===== config.mk =====
export PLATFORM = sky130hd
export DESIGN_NAME = lvr_reset_top
export DESIGN_NICKNAME = d
export VERILOG_FILES = /design/src/rtl/lvr_pkg.sv /design/src/rtl/lvr_sync.sv /design/src/rtl/lvr_persist.sv /design/src/rtl/lvr_hold.sv /design/src/rtl/lvr_ctl_reg.sv /design/src/rtl/lvr_reset_top.sv
export SDC_FILE = /design/constraint.sdc
export NUM_CORES = 1
export LEC_CHECK = 0
export ABC_CLOCK_PERIOD_IN_PS = 4200
export BUFFER_PORTS_ARGS = -buffer_cell sky130_fd_sc_hd__clkbuf_2
export CORE_UTILIZATION = 45
export CTS_CLUSTER_SIZE = 12
export DETAILED_ROUTE_END_ITERATION = 16
export PLACE_DENSITY = 0.69
export RECOVER_POWER = 100
export SLEW_MARGIN = 20
export SYNTH_ARGS = -nofsm -noshare
export SYNTH_HDL_FRONTEND = slang
export SYNTH_SLANG_ARGS = --single-unit

===== constraint.sdc =====
create_clock -name clk -period 4.2 [get_ports clk]
set_input_delay 0 -clock clk [delete_from_list [all_inputs] [get_ports clk]]
set_output_delay 0 -clock clk [all_outputs]
set_load 0.01 [all_outputs]

===== src/rtl/lvr_pkg.sv =====
package lvr_pkg;
   localparam int CTL_W       = 8;
   localparam int PD_MON_BIT  = 0;
   localparam int WDT_IDL_BIT = 2;
   localparam logic [CTL_W-1:0] CTL_INIT  = 8'h01;
   localparam logic [CTL_W-1:0] CTL_WMASK = (CTL_W'(1) << PD_MON_BIT) | (CTL_W'(1) << WDT_IDL_BIT);
endpackage


===== src/rtl/lvr_sync.sv =====
module lvr_sync #(
   parameter int STAGES = 2
) (
   input  logic clk,
   input  logic rst_n,
   input  logic d_async,
   output logic q_sync
);
   if (STAGES < 2) begin : g_bad_stages
      $error("lvr_sync: STAGES must be at least 2");
   end

   logic [STAGES-1:0] chain;

   for (genvar i = 0; i < STAGES; i++) begin : g_stage
      always_ff @(posedge clk or negedge rst_n) begin
         if (!rst_n)
            chain[i] <= 1'b0;
         else if (i == 0)
            chain[i] <= d_async;
         else
            chain[i] <= chain[(i == 0) ? 0 : i-1];
      end
   end

   assign q_sync = chain[STAGES-1];
endmodule


===== src/rtl/lvr_persist.sv =====
module lvr_persist #(
   parameter int LOG2_LEN = 9
) (
   input  logic clk,
   input  logic rst_n,
   input  logic flag_in,
   output logic uv_conf
);
   if (LOG2_LEN < 1) begin : g_bad_len
      $error("lvr_persist: LOG2_LEN must be at least 1");
   end

   localparam int CW = LOG2_LEN;
   localparam logic [CW-1:0] LAST = {CW{1'b1}};

   logic [CW-1:0] run_cnt;

   always_ff @(posedge clk or negedge rst_n) begin
      if (!rst_n) begin
         run_cnt <= '0;
         uv_conf <= 1'b0;
      end else if (!flag_in) begin
         run_cnt <= '0;
         uv_conf <= 1'b0;
      end else if (run_cnt == LAST) begin
         uv_conf <= 1'b1;
      end else begin
         run_cnt <= run_cnt + 1'b1;
      end
   end


   flag_low_clears_chk: assert property (@(posedge clk) disable iff (!rst_n)
      !flag_in |=> !uv_conf);

   conf_needs_flag_chk: assert property (@(posedge clk) disable iff (!rst_n)
      $rose(uv_conf) |-> $past(flag_in));
endmodule


===== src/rtl/lvr_hold.sv =====
module lvr_hold #(
   parameter int LOG2_HOLD = 16
) (
   input  logic clk,
   input  logic rst_n,
   input  logic uv_conf,
   output logic rst_out
);
   if (LOG2_HOLD < 1) begin : g_bad_hold
      $error("lvr_hold: LOG2_HOLD must be at least 1");
   end

   localparam int HW = LOG2_HOLD;
   localparam logic [HW-1:0] LAST = {HW{1'b1}};

   logic [HW-1:0] hold_cnt;

   always_ff @(posedge clk or negedge rst_n) begin
      if (!rst_n) begin
         hold_cnt <= '0;
         rst_out  <= 1'b0;
      end else if (uv_conf) begin
         hold_cnt <= '0;
         rst_out  <= 1'b1;
      end else if (rst_out) begin
         if (hold_cnt == LAST) begin
            hold_cnt <= '0;
            rst_out  <= 1'b0;
         end else begin
            hold_cnt <= hold_cnt + 1'b1;
         end
      end
   end


   conf_sets_rst_chk: assert property (@(posedge clk) disable iff (!rst_n)
      uv_conf |=> rst_out);

   no_spurious_rst_chk: assert property (@(posedge clk) disable iff (!rst_n)
      (!rst_out && !uv_conf) |=> !rst_out);

   release_after_recovery_chk: assert property (@(posedge clk) disable iff (!rst_n)
      $fell(rst_out) |-> $past(!uv_conf));
endmodule


===== src/rtl/lvr_ctl_reg.sv =====
module lvr_ctl_reg
   import lvr_pkg::*;
(
   input  logic             clk,
   input  logic             rst_n,
   input  logic             soft_clr,
   input  logic             wr_en,
   input  logic [CTL_W-1:0] wdata,
   output logic [CTL_W-1:0] rdata,
   output logic             pd_mon_en,
   output logic             wdt_bit
);
   logic [CTL_W-1:0] ctl_q;

   always_ff @(posedge clk or negedge rst_n) begin
      if (!rst_n)
         ctl_q <= CTL_INIT;
      else if (soft_clr)
         ctl_q <= CTL_INIT;
      else if (wr_en)
         ctl_q <= wdata & CTL_WMASK;
   end

   assign rdata     = ctl_q;
   assign pd_mon_en = ctl_q[PD_MON_BIT];
   assign wdt_bit   = ctl_q[WDT_IDL_BIT];


   reserved_zero_chk: assert property (@(posedge clk) disable iff (!rst_n)
      (rdata & ~CTL_WMASK) == '0);

   soft_clear_chk: assert property (@(posedge clk) disable iff (!rst_n)
      soft_clr |=> rdata == CTL_INIT);
endmodule


===== src/rtl/lvr_reset_top.sv =====
module lvr_reset_top
   import lvr_pkg::*;
#(
   parameter int SYNC_STAGES = 2,
   parameter int FILT_LOG2   = 9,
   parameter int HOLD_LOG2   = 16
) (
   input  logic             clk,
   input  logic             hw_rst_n,
   input  logic             usb_bus_rst,
   input  logic             resume_rst,
   input  logic             uv_flag_async,
   input  logic             pd_mode,
   input  logic             idle_mode,
   input  logic             ctl_wr_en,
   input  logic [CTL_W-1:0] ctl_wdata,
   output logic [CTL_W-1:0] ctl_rdata,
   output logic             core_rst,
   output logic             wdt_idle_en
);
   logic uv_sync, uv_eff, uv_conf, pd_mon_en, wdt_bit;

   lvr_sync #(.STAGES(SYNC_STAGES)) u_sync (
      .clk(clk), .rst_n(hw_rst_n), .d_async(uv_flag_async), .q_sync(uv_sync));

   lvr_ctl_reg u_ctl (
      .clk(clk), .rst_n(hw_rst_n), .soft_clr(usb_bus_rst | resume_rst),
      .wr_en(ctl_wr_en), .wdata(ctl_wdata), .rdata(ctl_rdata),
      .pd_mon_en(pd_mon_en), .wdt_bit(wdt_bit));

   assign uv_eff = uv_sync & (~pd_mode | pd_mon_en);

   lvr_persist #(.LOG2_LEN(FILT_LOG2)) u_persist (
      .clk(clk), .rst_n(hw_rst_n), .flag_in(uv_eff), .uv_conf(uv_conf));

   lvr_hold #(.LOG2_HOLD(HOLD_LOG2)) u_hold (
      .clk(clk), .rst_n(hw_rst_n), .uv_conf(uv_conf), .rst_out(core_rst));

   assign wdt_idle_en = wdt_bit & idle_mode;


   pd_gate_chk: assert property (@(posedge clk) disable iff (!hw_rst_n)
      (pd_mode && !ctl_rdata[PD_MON_BIT]) |=> !uv_conf);

   wdt_idle_only_chk: assert property (@(posedge clk) disable iff (!hw_rst_n)
      !idle_mode |-> !wdt_idle_en);
endmodule


Word-level counts from Yosys, hierarchy flattened
Cells that the tools add are included.
{ "totals": {"register_bits": 37, "latch_bits": 0, "ram_bits": 0, "rom_bits": 0, "inputBits": 16, "word_cells": 32, "memories": 0} }
{ "classes": {"n_addsub": 2, "mul": 0, "div_mod_pow": 0, "magnitude_cmp": 0, "n_eq_ne": 4, "n_shift": 0, "muxes": 12, "bitwise": 5, "n_reduce_logical": 2} }
{ "ops": {"columns": ["cell", "count"], "rows": [
  ["16-bit two-way mux", 3],
  ["9-bit two-way mux", 2],
  ["16-bit by 1-bit adder with 16-bit output (second input constant)", 1],
  ["16-bit == test (second input constant)", 1],
  ["8-bit two-way mux", 2],
  ["9-bit by 1-bit adder with 9-bit output (second input constant)", 1],
  ["9-bit == test (second input constant)", 1],
  ["1-bit two-way mux", 5],
  ["2-bit != test (second input constant)", 2],
  ["2-bit nonzero test", 2],
  ["1-bit AND", 2],
  ["1-bit bitwise OR", 2],
  ["1-bit inverter", 1]
]} }

Logic depth before layout (Yosys ltp)
Gate-level depths: netlist of run 1.
{ "depth": {"ltp_word": 4, "ltp_mapped": 9, "mapped_depth_nobuf": 8} }

Hierarchy
From an unflattened synthesis of run 1, not the netlist that was laid out.
{ "unflattened": {"cells_unflattened": 178, "hier_area_um2": 1798.0} }
{ "by_module_without_submodules": {"columns": ["mod", "n_inst", "cells_each", "area_per_inst_um2", "seq_area_each_um2"], "rows": [
  ["lvr_hold", 1, 113, 1071.0, 425.4],
  ["lvr_persist", 1, 44, 509.2, 250.2],
  ["lvr_ctl_reg", 1, 15, 143.9, 51.3],
  ["lvr_sync", 1, 2, 50.0, 50.0],
  ["lvr_reset_top", 1, 4, 23.8, 0.0]
]} }

Worst setup path before layout of run 1
OpenSTA, ideal clock, no wires.
{ "synth_timing": {"path_type": "flip-flop to flip-flop", "from": "register u_hold.hold_cnt[7]", "to": "register u_hold.hold_cnt[15]", "setup_ns": 0.131, "t_arrival_ns": 1.755, "required_ns": 4.069, "slack_ns": 2.314, "stages_incl_launch_ff": 6, "cell_sequence": "dfrtp_1 -> nand4_4 -> or4_4 -> buf_6 -> and4_4 -> or3_1"} }
{ "synth_via": {"elab_chain_cells": 4, "elab_cells_between_ends": 5} }
{ "synth_rtl": {"columns": ["element", "line_no", "source"], "rows": [
  ["start: declaration", "lvr_hold.sv:16", "logic [HW-1:0] hold_cnt;"],
  ["start signal: assignment", "lvr_hold.sv:30", "hold_cnt <= hold_cnt + 1'b1;"],
  ["16-bit by 1-bit adder with 16-bit output or 16-bit == test (tied branches)", "lvr_hold.sv:30, lvr_hold.sv:26", null],
  ["16-bit two-way mux (*)", "lvr_hold.sv:26", "if (hold_cnt == LAST) begin"],
  ["16-bit two-way mux (*)", "lvr_hold.sv:25", "end else if (rst_out) begin"],
  ["16-bit two-way mux (*)", "lvr_hold.sv:22", "end else if (uv_conf) begin"]
]} }
Every way passes the cells marked *; elsewhere a longest branch is shown, timed or not. The select of a mux whose other input is x is not followed.
A chain may end at the register's enable or synchronous reset.

Worst setup path in the final report of run 1
{ "layout_timing": {"from": "register u_hold.hold_cnt[3]", "to": "register u_hold.hold_cnt[15]"} }
Same word-level chain as after synthesis.

==> results of run 1 <==
[logic make-up after synthesis]
family	synth area share [%]
buffers and inverters	6.755
XOR/XNOR	5.435
AND/OR/NAND/NOR	25.62
adder cells (fa/ha/maj)	2.329
other	0.2327
flip-flops	48.21
AO/OA/AOI/OAI	8.929
multiplexers	2.485
[Yosys cell counts, drive strengths merged]
library cell / number
a311oi: 1
or4: 3
conb: 1
dfstp: 1
clkbuf: 5
a311o: 1
nor3: 5
o21ai: 4
nand4: 6
mux2i: 4
o31ai: 1
ha: 3
nor2b: 1
xor2: 5
o41ai: 1
dfrtp: 30
nor2: 18
and4: 2
nor4: 5
a31oi: 2
nor4b: 1
o211ai: 1
or3: 7
o22ai: 2
nand4b: 1
buf: 9
xnor2: 5
a31o: 1
inv: 5
nand3b: 1
a22o: 2
and2: 2
nand3: 8
a21oi: 6
and3: 1
nand2: 15
[worst min-delay path: cells and delay by family]
| kind | cells | cell delay, ns |
|---|---|---|
| buffers and inverters | 2 | 0.13 |
| AO/OA/AOI/OAI | 1 | 0.22 |
| AND/OR/NAND/NOR | 1 | 0.15 |
[metal layers]
| layer | global-route usage, % | routed length (µm) | vias to the layer above |
|---|---|---|---|
| met1 | 20.00 | 1220 | 636 |
| met5 | 0 | 0 | - |
| met3 | 4.348 | 97 | 8 |
| met2 | 33.18 | 1664 | 20 |
| li1 | - | - | 614 |
| met4 | 8.889 | 63 | 0 |
[final cells by class]
type | instances | area [µm²] | share of cell area (%)
clock buffers | 7 | 55.05 | 3.105
clock inverters | 1 | 5.005 | 0.2823
inverters | 5 | 18.77 | 1.059
multi-input cells | 121 | 739.5 | 41.71
flip-flops and latches | 31 | 777.0 | 43.82
well taps | 46 | 57.56 | 3.246
repair buffers | 19 | 120.1 | 6.775
[registers in the layout, summed over array words and instances (netlist names)]
name and count:
u_sync.chain 1, u_ctl.rdata 2, u_hold.hold_cnt 16, u_sync.q_sync 1, u_persist.uv_conf 1, u_hold.rst_out 1
u_persist.run_cnt 9
[power by group]
| group | internal (mW) | total (mW) | switching, mW | leakage, nW |
|---|---|---|---|---|
| clock | 0.0810 | 0.178 | 0.0973 | 0.0353 |
| combinational | 0.0109 | 0.0273 | 0.0164 | 0.316 |
| sequential | 0.302 | 0.306 | 0.00344 | 0.421 |
| total | 0.394 | 0.511 | 0.117 | 0.773 |
[repair_timing]
action / in CTS / in global routing
hold endpoints to repair: 33 / 0
hold buffers: 6 / 0
gates resized for setup: 0 / 0
[final timing paths]
| path | start | endpoint | slack (ns) | depth (start not counted) |
|---|---|---|---|---|
| setup reg to reg | u_hold.hold_cnt[3]$_DFFE_PN0P_ | u_hold.hold_cnt[15]$_DFFE_PN0P_ | 1.79 | 4 |
| setup / recovery | u_hold.hold_cnt[3]$_DFFE_PN0P_ | u_hold.hold_cnt[15]$_DFFE_PN0P_ | 1.79 | 4 |
| hold / removal | pd_mode | u_persist.run_cnt[8]$_DFFE_PN0P_ | 0.22 | 4 |
| min in group asynchronous | hw_rst_n | u_persist.run_cnt[7]$_DFFE_PN0P_ | 0.59 | 2 |
| max in group asynchronous | hw_rst_n | u_hold.hold_cnt[2]$_DFFE_PN0P_ | 2.67 | 2 |
| hold reg to reg | u_sync.chain[0]$_DFF_PN0_ | u_sync.q_sync$_DFF_PN0_ | 0.36 | 0 |
[metrics by stage]
stage	util [%]	cell area, µm²	total power [mW]
global route	52.31	1773	0.5351
finish	52.31	1773	0.5114
floorplan	-	1630	0.3269
CTS	52.60	1783	0.5171
detailed placement	49.06	1663	0.3359
global placement	49.06	1663	0.3343
==> qor.csv, run 1 <==
metric;value;unit
outcome;finished with violations;
violations;max-capacitance violations, max-slew violations;
worst_slew_pin_slew;1.601;ns
yosys.cell_types.count;41;
whs;0.2158;ns
die_h;61.85;µm
drt-wirelength-per-cell;13.24;µm
clk_latency;0.33;ns
post-place-ws;1.953;ns
clk_path_buf_depth;2;
period_share;57.49;%
power_leakage;0.7729;nW
ys_top_cells_by_area;dfrtp_1 47%, nor2_1 4.2%, buf_4 3.7%;
drt_wl_total;3046;µm
final_common_cell;dfrtp_1;
finalClockSkew;0.009315;ns
max-slew-margin-rel;-6.706;%
fin_tns_setup;0;ns
post_synth_instance_area;1612;µm²
dp_cells;216;
layout-area-overhead-vs-synth;10.02;%
drv_cap;1;
crit_type;reg2reg;
first_pass_iters;4;
cts.clk_slew.worst_paths;0.10;ns
coreArea;3390;µm²
syn_inst;166;
worstSetupStartpointType;flop;
crit_path_max_fanout;13;
dieArea;3825;µm²
peakVddDrop;0.0001649;V
crit_chain;nand4_1 -> or4_1 -> and4_2 -> or3_1;
gr-usage-all-layers;18.29;%
cellPowerDensity;288.4;nW/µm²
cp_top_family;simple AND/OR/NAND/NOR gates;
timing.critical_path.buf_inv;0;
grt_antenna_before_repair;0;
cts_setup_buffers;0;
max_stage_delay;0.78;ns
fp.dieW;61.85;µm
layout_common_cells;30 x dfrtp_1, 18 x nor2_1, 15 x nand2_1, 9 x clkbuf_2, 8 x nand3_1;
grt_pass1_wl;5009;µm
fmax;414.1;MHz
drc;0;
yosysTopAreaCell;dfrtp_1;
viasPerCell;5.557;
globalplace.congestion;0.8230;
grt_pass1_vias;1191;
layout.nets;202;
ant_nets;0;
synth_top_area_share;46.58;%
ys_ff_latch;31;
ys_seq_area_share;48.21;%
via_count;1278;
cts.sinks;31;
min_period;2.415;ns
crit_arrival;2.62;ns
rsz0062_at_grt;false;
drt_iter0_drc;81;
grt_max_degree;32;
rows;21;
critPathSlowestCell;or4_1;
stdcell_count;230;
grt.overflow.total;0;
io_pins;26;
portBuffers;13;
min_path_type;in2reg;
cts_root_buf;clkbuf_4;
drive_gt1_share;10.33;%
finalHoldViolations;0;
setup_ws;1.785;ns
htreeDepth;2;
numCtsBuffers;5;
cp_data_required_time;4.40;ns
cts_tree;done;
syn_area_per_cell;9.708;µm²
drv_slew;32;
yosysWarningCount;0;
fill_cells;314;
antennaDiodeCount;0;
start_util;47.55;%
setup_violations;0;
critPathCaptureType;flop;
place_hpwl;2126;µm
(Power assumes the default switching activity.)
==> run 2, diff against run 1 <==
--- a/config.mk
+++ b/config.mk
@@ -5,12 +5,12 @@
 export SDC_FILE = /design/constraint.sdc
 export NUM_CORES = 1
 export LEC_CHECK = 0
-export ABC_CLOCK_PERIOD_IN_PS = 4200
+export ABC_CLOCK_PERIOD_IN_PS = 2000
 export BUFFER_PORTS_ARGS = -buffer_cell sky130_fd_sc_hd__clkbuf_2
 export CORE_UTILIZATION = 45
 export CTS_CLUSTER_SIZE = 12
 export DETAILED_ROUTE_END_ITERATION = 16
-export PLACE_DENSITY = 0.69
+export PLACE_DENSITY = 0.71
 export RECOVER_POWER = 100
 export SLEW_MARGIN = 20
 export SYNTH_ARGS = -nofsm -noshare
==> constraint.sdc (replaced) <==
create_clock -name clk -period 2 [get_ports clk]
set_input_delay 0 -clock clk [delete_from_list [all_inputs] [get_ports clk]]
set_output_delay 0 -clock clk [all_outputs]
set_load 0.01 [all_outputs]
==> run 2 against run 1 <==
- the flow still finishes with violations (max-capacitance violations, max-slew violations)
- worst setup slack worse by 1.7 ns
- core utilization increased by 2.6 points
- clock skew about the same
- sequential share of layout area decreased by 2.1 points
- design area rose by 4.9%
- critical path depth did not move
- die area is the same
- clock power rose to 2.9 times the previous value
- critical path type unchanged
- critical endpoint unchanged
==> qor.csv, run 2 (same netlist as run 1, synthesis figures left out) <==
metric;value;unit;change
outcome;finished with violations;;
violations;max-capacitance violations, max-slew violations;;
r2r_end;u_hold.hold_cnt[15]$_DFFE_PN0P_;;
htreeDepth;2;;unchanged
worstSetupStartpointType;flop;;
globalplace.congestion;0.8245;;+0.18%
die_h;61.85;µm;unchanged
layout-area-overhead-vs-synth;15.45;%;
finalPower;1.211;mW;+140%
finalHoldViolations;0;;unchanged
regMostFlops;u_hold.hold_cnt;;
max-slew-margin-rel;-11.86;%;-5.2 points
drv_slew;32;;unchanged
whs;0.2026;ns;-0.01312 ns
critPathCaptureType;flop;;
largest_register_ffs;16;;unchanged
clk_latency;0.33;ns;about the same
r2r_slack;0.07;ns;-1.72 ns
layout.nets;210;;+4.0%
worst_slew_pin_slew;1.678;ns;+0.07726 ns
start_util;47.55;%;unchanged
ant_nets;0;;unchanged
grt_antenna_before_repair;0;;unchanged
min_period;1.935;ns;-0.4800 ns
cp_data_required_time;2.21;ns;-2.19 ns
gr-usage-all-layers;18.16;%;-0.13 points
cellPowerDensity;650.9;nW/µm²;+130%
cts_root_buf;clkbuf_4;;
hp-start;pd_mode;;
crit_path_max_fanout;8;;-5
drt_wl_total;3169;µm;+4.0%
cts.sinks;31;;unchanged
min_path_type;in2reg;;
crit_type;reg2reg;;
fmax;516.9;MHz;+25%
drt_iter0_drc;56;;-31%
first_pass_iters;4;;unchanged
stdcell_count;238;;+3.5%
grt_pass1_vias;1130;;-5.1%
fp.dieW;61.85;µm;unchanged
reg2reg_from;u_hold.hold_cnt[11]$_DFFE_PN0P_;;
io_pins;26;;unchanged
whs_path_depth;4;;unchanged
grt.overflow.total;0;;unchanged
dp_cells;222;;+2.8%
rows;21;;unchanged
numCtsBuffers;5;;unchanged
finalClockSkew;0.009582;ns;+0.0002661 ns
coreArea;3390;µm²;unchanged
drv_cap;1;;unchanged
setup_violations;0;;unchanged
final_common_cell;dfrtp_1;;
place_hpwl;2145;µm;+0.94%
worst_hold_path.endpoint;u_persist.run_cnt[4]$_DFFE_PN0P_;;
cts.clk_slew.worst_paths;0.10;ns;about the same
peakVddDrop;0.0004687;V;+180%
dieArea;3825;µm²;unchanged
drive_gt1_share;14.58;%;+4.3 points
grt_max_degree;32;;unchanged
cts_tree;done;;
clk_path_buf_depth;2;;unchanged
drt-wirelength-per-cell;13.32;µm;+0.54%
crit_arrival;2.14;ns;-0.48 ns
portBuffers;13;;unchanged
drc;0;;unchanged
period_share;96.73;%;+39 points
antennaDiodeCount;0;;unchanged
reg2reg_depth;4;;unchanged
post_cts_resized;0;;unchanged
power_leakage;0.8223;nW;+6.4%
layout_common_cells;30 x dfrtp_1, 18 x nor2_1, 15 x nand2_1, 9 x clkbuf_2, 8 x nand3_1;;
via_count;1289;;+0.86%
viasPerCell;5.416;;-2.5%
grt_pass1_wl;4933;µm;-1.5%
[run 2: critical path, stage by stage, from the launching register on]
cell and delay, ns:
dfrtp_1 0.42, nand4_1 0.20, or4_4 0.63, and4_4 0.21
or3_1 0.36
[run 2: repair_timing]
action | in CTS | in global routing
endpoints found under the hold margin | 33 | 0
buffers inserted | 0 | 2
setup endpoints to repair | 0 | 3
hold buffers | 6 | 0
[run 2: metrics by stage]
stage | cell area [µm²] | setup TNS, ns | utilization (%) | setup WS [ns]
2_1_floorplan | 1630 | 0 | - | 0.1139
3_3_place_gp | 1708 | 0 | 50.39 | 0.1317
3_5_place_dp | 1708 | 0 | 50.39 | 0.1037
4_1_cts | 1854 | 0 | 54.71 | 0.07683
5_1_grt | 1861 | -0.02326 | 54.89 | -0.01181
6_report | 1861 | 0 | 54.89 | 0.06543
[run 2: worst max path at each step]
stage,from,endpoint,slack (ns),cells after the start
after global placement,u_hold.hold_cnt[11]$_DFFE_PN0P_,u_hold.hold_cnt[15]$_DFFE_PN0P_,0.13,4
after CTS,u_persist.run_cnt[0]$_DFFE_PN0P_,u_persist.run_cnt[7]$_DFFE_PN0P_,0.08,7
after global routing,u_persist.run_cnt[0]$_DFFE_PN0P_,u_persist.run_cnt[5]$_DFFE_PN0P_,-0.01,7
after floorplan,u_hold.hold_cnt[7]$_DFFE_PN0P_,u_hold.hold_cnt[15]$_DFFE_PN0P_,0.11,5
after detailed placement,u_persist.run_cnt[0]$_DFFE_PN0P_,u_persist.run_cnt[7]$_DFFE_PN0P_,0.10,7
final,u_hold.hold_cnt[11]$_DFFE_PN0P_,u_hold.hold_cnt[15]$_DFFE_PN0P_,0.07,4
[run 2: cell type report]
type                       instances  area (µm²)
clock buffer                       6       51.30
clock inverter                     2       35.03
fill                             304        1529
inverter                           5       18.77
multi-input combinational        121       744.5
sequential                        31       777.0
tap                               46       57.56
timing repair buffer              27       176.4
[run 2: layer usage]
layer	part of all wire, %	GRT usage [%]
met3	3.4	4.969
met5	0	0
met4	1.2	8.571
met2	51	31.18
met1	44	21.02
[run 2: report_power, final]
group	internal, mW	leakage (nW)	switching, mW
sequential	0.635	0.421	0.00722
clock	0.295	0.0482	0.217
combinational	0.0229	0.353	0.0336
total	0.953	0.822	0.258
==> run 3, diff against run 2 <==
--- a/config.mk
+++ b/config.mk
@@ -5,6 +5,7 @@
 export SDC_FILE = /design/constraint.sdc
 export NUM_CORES = 1
 export LEC_CHECK = 0
+export ABC_AREA = 1
 export ABC_CLOCK_PERIOD_IN_PS = 2000
 export BUFFER_PORTS_ARGS = -buffer_cell sky130_fd_sc_hd__clkbuf_2
 export CORE_UTILIZATION = 45
==> run 3 against run 2 <==
- the run now ends clean
- critical path depth up 2
- final cell count up 26%
- largest power group is now clock
- largest cell class is now multi-input combinational cells
- hold slack worse by 0.067 ns
- critical path type is now in2reg
- global-route usage up 2.3 points
- sequential share of layout area down 3.1 points
- via count up 16%
- sequential power about the same
- area after synthesis up 11%
==> qor.csv, run 3 <==
metric;value;unit;change
finalClockSkew;0.006626;ns;-0.002955 ns
grt_pass1_wl;6279;µm;+27%
antennaDiodeCount;0;;unchanged
whs_path_depth;4;;unchanged
final_common_cell;nand2_1;;
rows;22;;+4.8%
first_pass_iters;4;;unchanged
crit_arrival;2.08;ns;-0.06 ns
max-slew-margin-rel;49.79;%;+62 points
gr-usage-all-layers;20.41;%;+2.3 points
place_hpwl;2425;µm;+13%
cellPowerDensity;670.0;nW/µm²;+2.9%
drt-wirelength-per-cell;12.16;µm;-8.7%
clk_latency;0.29;ns;-0.04 ns
coreArea;3744;µm²;+10%
drt_wl_total;3648;µm;+15%
layout_common_cells;53 x nand2_1, 30 x dfrtp_1, 25 x inv_1, 23 x nand3_1, 16 x nor2_1;;
drv_slew;0;;-100%
grt_max_degree;32;;unchanged
synth_top_area_share;42.08;%;-4.5 points
crit_type;in2reg;;
cts_root_buf;clkbuf_8;;
reg2reg_depth;9;;+5
async_reset_ff_share;100.0;%;unchanged
globalplace.congestion;0.8006;;-2.9%
crit_path_max_fanout;4;;-4
yosysTopAreaCell;dfrtp_1;;
synth_edf_count;0;;unchanged
syn_inst;228;;+37%
io_pins;26;;unchanged
via_count;1494;;+16%
worst_slew_pin_slew;0.7532;ns;-0.9246 ns
outcome;complete, no violations;;
fin_tns_setup;0;ns;unchanged
peakVddDrop;0.0005835;V;+24%
synth.most_common_cell;nand2_1;;
period_share;92.36;%;-4.4 points
layout-area-overhead-vs-synth;12.76;%;
rsz0062_at_grt;false;;
start_util;47.66;%;+0.12 points
min_path_type;in2reg;;
ys_seq_area_share;43.55;%;-4.7 points
whs;0.1358;ns;-0.06687 ns
post-place-ws;0.2664;ns;+0.1627 ns
power_leakage;0.9190;nW;+12%
cp_data_required_time;2.23;ns;+0.02 ns
drc;0;;unchanged
cts_tree;done;;
critPathCaptureType;flop;;
ys_top_cells_by_area;dfrtp_1 42%, nand2_1 11%, nand3_1 6.5%;;
fmax;541.3;MHz;+4.7%
viasPerCell;4.980;;-8.0%
worstSetupStartpointType;primary input;;
ys_ff_latch;31;;unchanged
grt_antenna_before_repair;0;;unchanged
numCtsBuffers;5;;unchanged
min_period;1.847;ns;-0.08730 ns
syn_area_per_cell;7.825;µm²;-19%
synthFlopType;dfrtp_1;;
setup_violations;0;;unchanged
cts.clk_slew.worst_paths;0.06;ns;-0.04 ns
portBuffers;13;;unchanged
grt_pass1_vias;1379;;+22%
htreeDepth;2;;unchanged
cts.sinks;31;;unchanged
grt.overflow.total;0;;unchanged
fp.dieW;64.97;µm;+5.0%
regMostFlops;u_hold.hold_cnt;;
clk_path_buf_depth;2;;unchanged
drive_gt1_share;14.68;%;+0.099 points
yosys.cell_types.count;30;;-27%
drt_iter0_drc;64;;+14%
die_h;64.97;µm;+5.0%
synth_common_cells;51 x nand2_1, 30 x dfrtp_1, 25 x inv_1, 23 x nand3_1, 15 x nor2_1;;
largest_register_ffs;16;;unchanged
setup_ws;0.1527;ns;+0.08730 ns
yosysWarningCount;0;;unchanged
layout.nets;270;;+29%
ant_nets;0;;unchanged
post_synth_instance_area;1784;µm²;+11%
dieArea;4220;µm²;+10%
finalHoldViolations;0;;unchanged
drv_cap;0;;-1
finalPower;1.348;mW;+11%
fill_cells;367;;+21%
run 3: area by class of cell:
cell class	count	area (µm²)	area share [%]
multi-input combinational	161	802.0	39.86
sequential	31	777.0	38.62
clock inverter	2	35.03	1.741
tap	48	60.06	2.985
clock buffer	6	82.58	4.104
inverter	30	115.1	5.721
timing repair buffer	22	140.1	6.965
run 3: per-layer routing:
layer  wire length [µm]  vias to the layer above  track usage, %
met1               1630                      687           22.84
li1                   -                      771               -
met3                125                        5           6.690
met5                  0                        -               0
met2               1812                       31           33.33
met4                 78                        0           12.50
run 3: report_power, final:
group	leakage (nW)	switching [mW]	internal, mW
logic	0.435	0.0374	0.0225
registers	0.422	0.00534	0.636
clock network	0.0612	0.244	0.403
total	0.919	0.286	1.06
run 3: cell families after synthesis:
family | after synthesis | synth area share [%]
other | 1 | 0.2102
AOI/OAI and AO/OA | 37 | 12.41
buffers and inverters | 41 | 10.66
xor gates and xnor gates | 1 | 0.4910
and+or+nand+nor | 114 | 30.57
DFF | 31 | 43.55
adders and majority gates | 3 | 2.104
run 3: repair_timing:
item	4_1_cts	5_1_grt
gates resized for setup	0	1
endpoints found under the setup margin	0	2
setup buffers	0	0
hold buffers	7	0
endpoints found under the hold margin	33	0
run 3: final timing paths:
check,startpoint,end,slack [ns]
worst min-delay path,pd_mode,u_persist.uv_conf$_DFFE_PN0P_,0.14
worst min register to register,u_sync.chain[0]$_DFF_PN0_,u_sync.q_sync$_DFF_PN0_,0.35
max in group asynchronous,hw_rst_n,u_hold.hold_cnt[7]$_DFFE_PN0P_,1.21
worst max register to register,u_persist.run_cnt[3]$_DFFE_PN0P_,u_persist.run_cnt[7]$_DFFE_PN0P_,0.23
worst max-delay path,ctl_wr_en,u_ctl.rdata[0]$_DFFE_PN1P_,0.15
min in group asynchronous,hw_rst_n,u_hold.hold_cnt[9]$_DFFE_PN0P_,0.31
run 3: through the flow:
stage,instances,instance area (µm²),utilization (%)
3_3_place_gp,285,1868,49.90
3_5_place_dp,285,1868,49.90
6_report,300,2012,53.74
5_1_grt,300,2012,53.74
4_1_cts,300,2056,54.91
2_1_floorplan,233,1803,-
run 3: worst max-delay path: stages:
cell and delay [ns]:
dlygate4sd3_1 0.54, clkbuf_1 0.19, nand2_1 0.07, dlygate4sd3_1 0.58, o211ai_1 0.12, dlygate4sd3_1 0.58
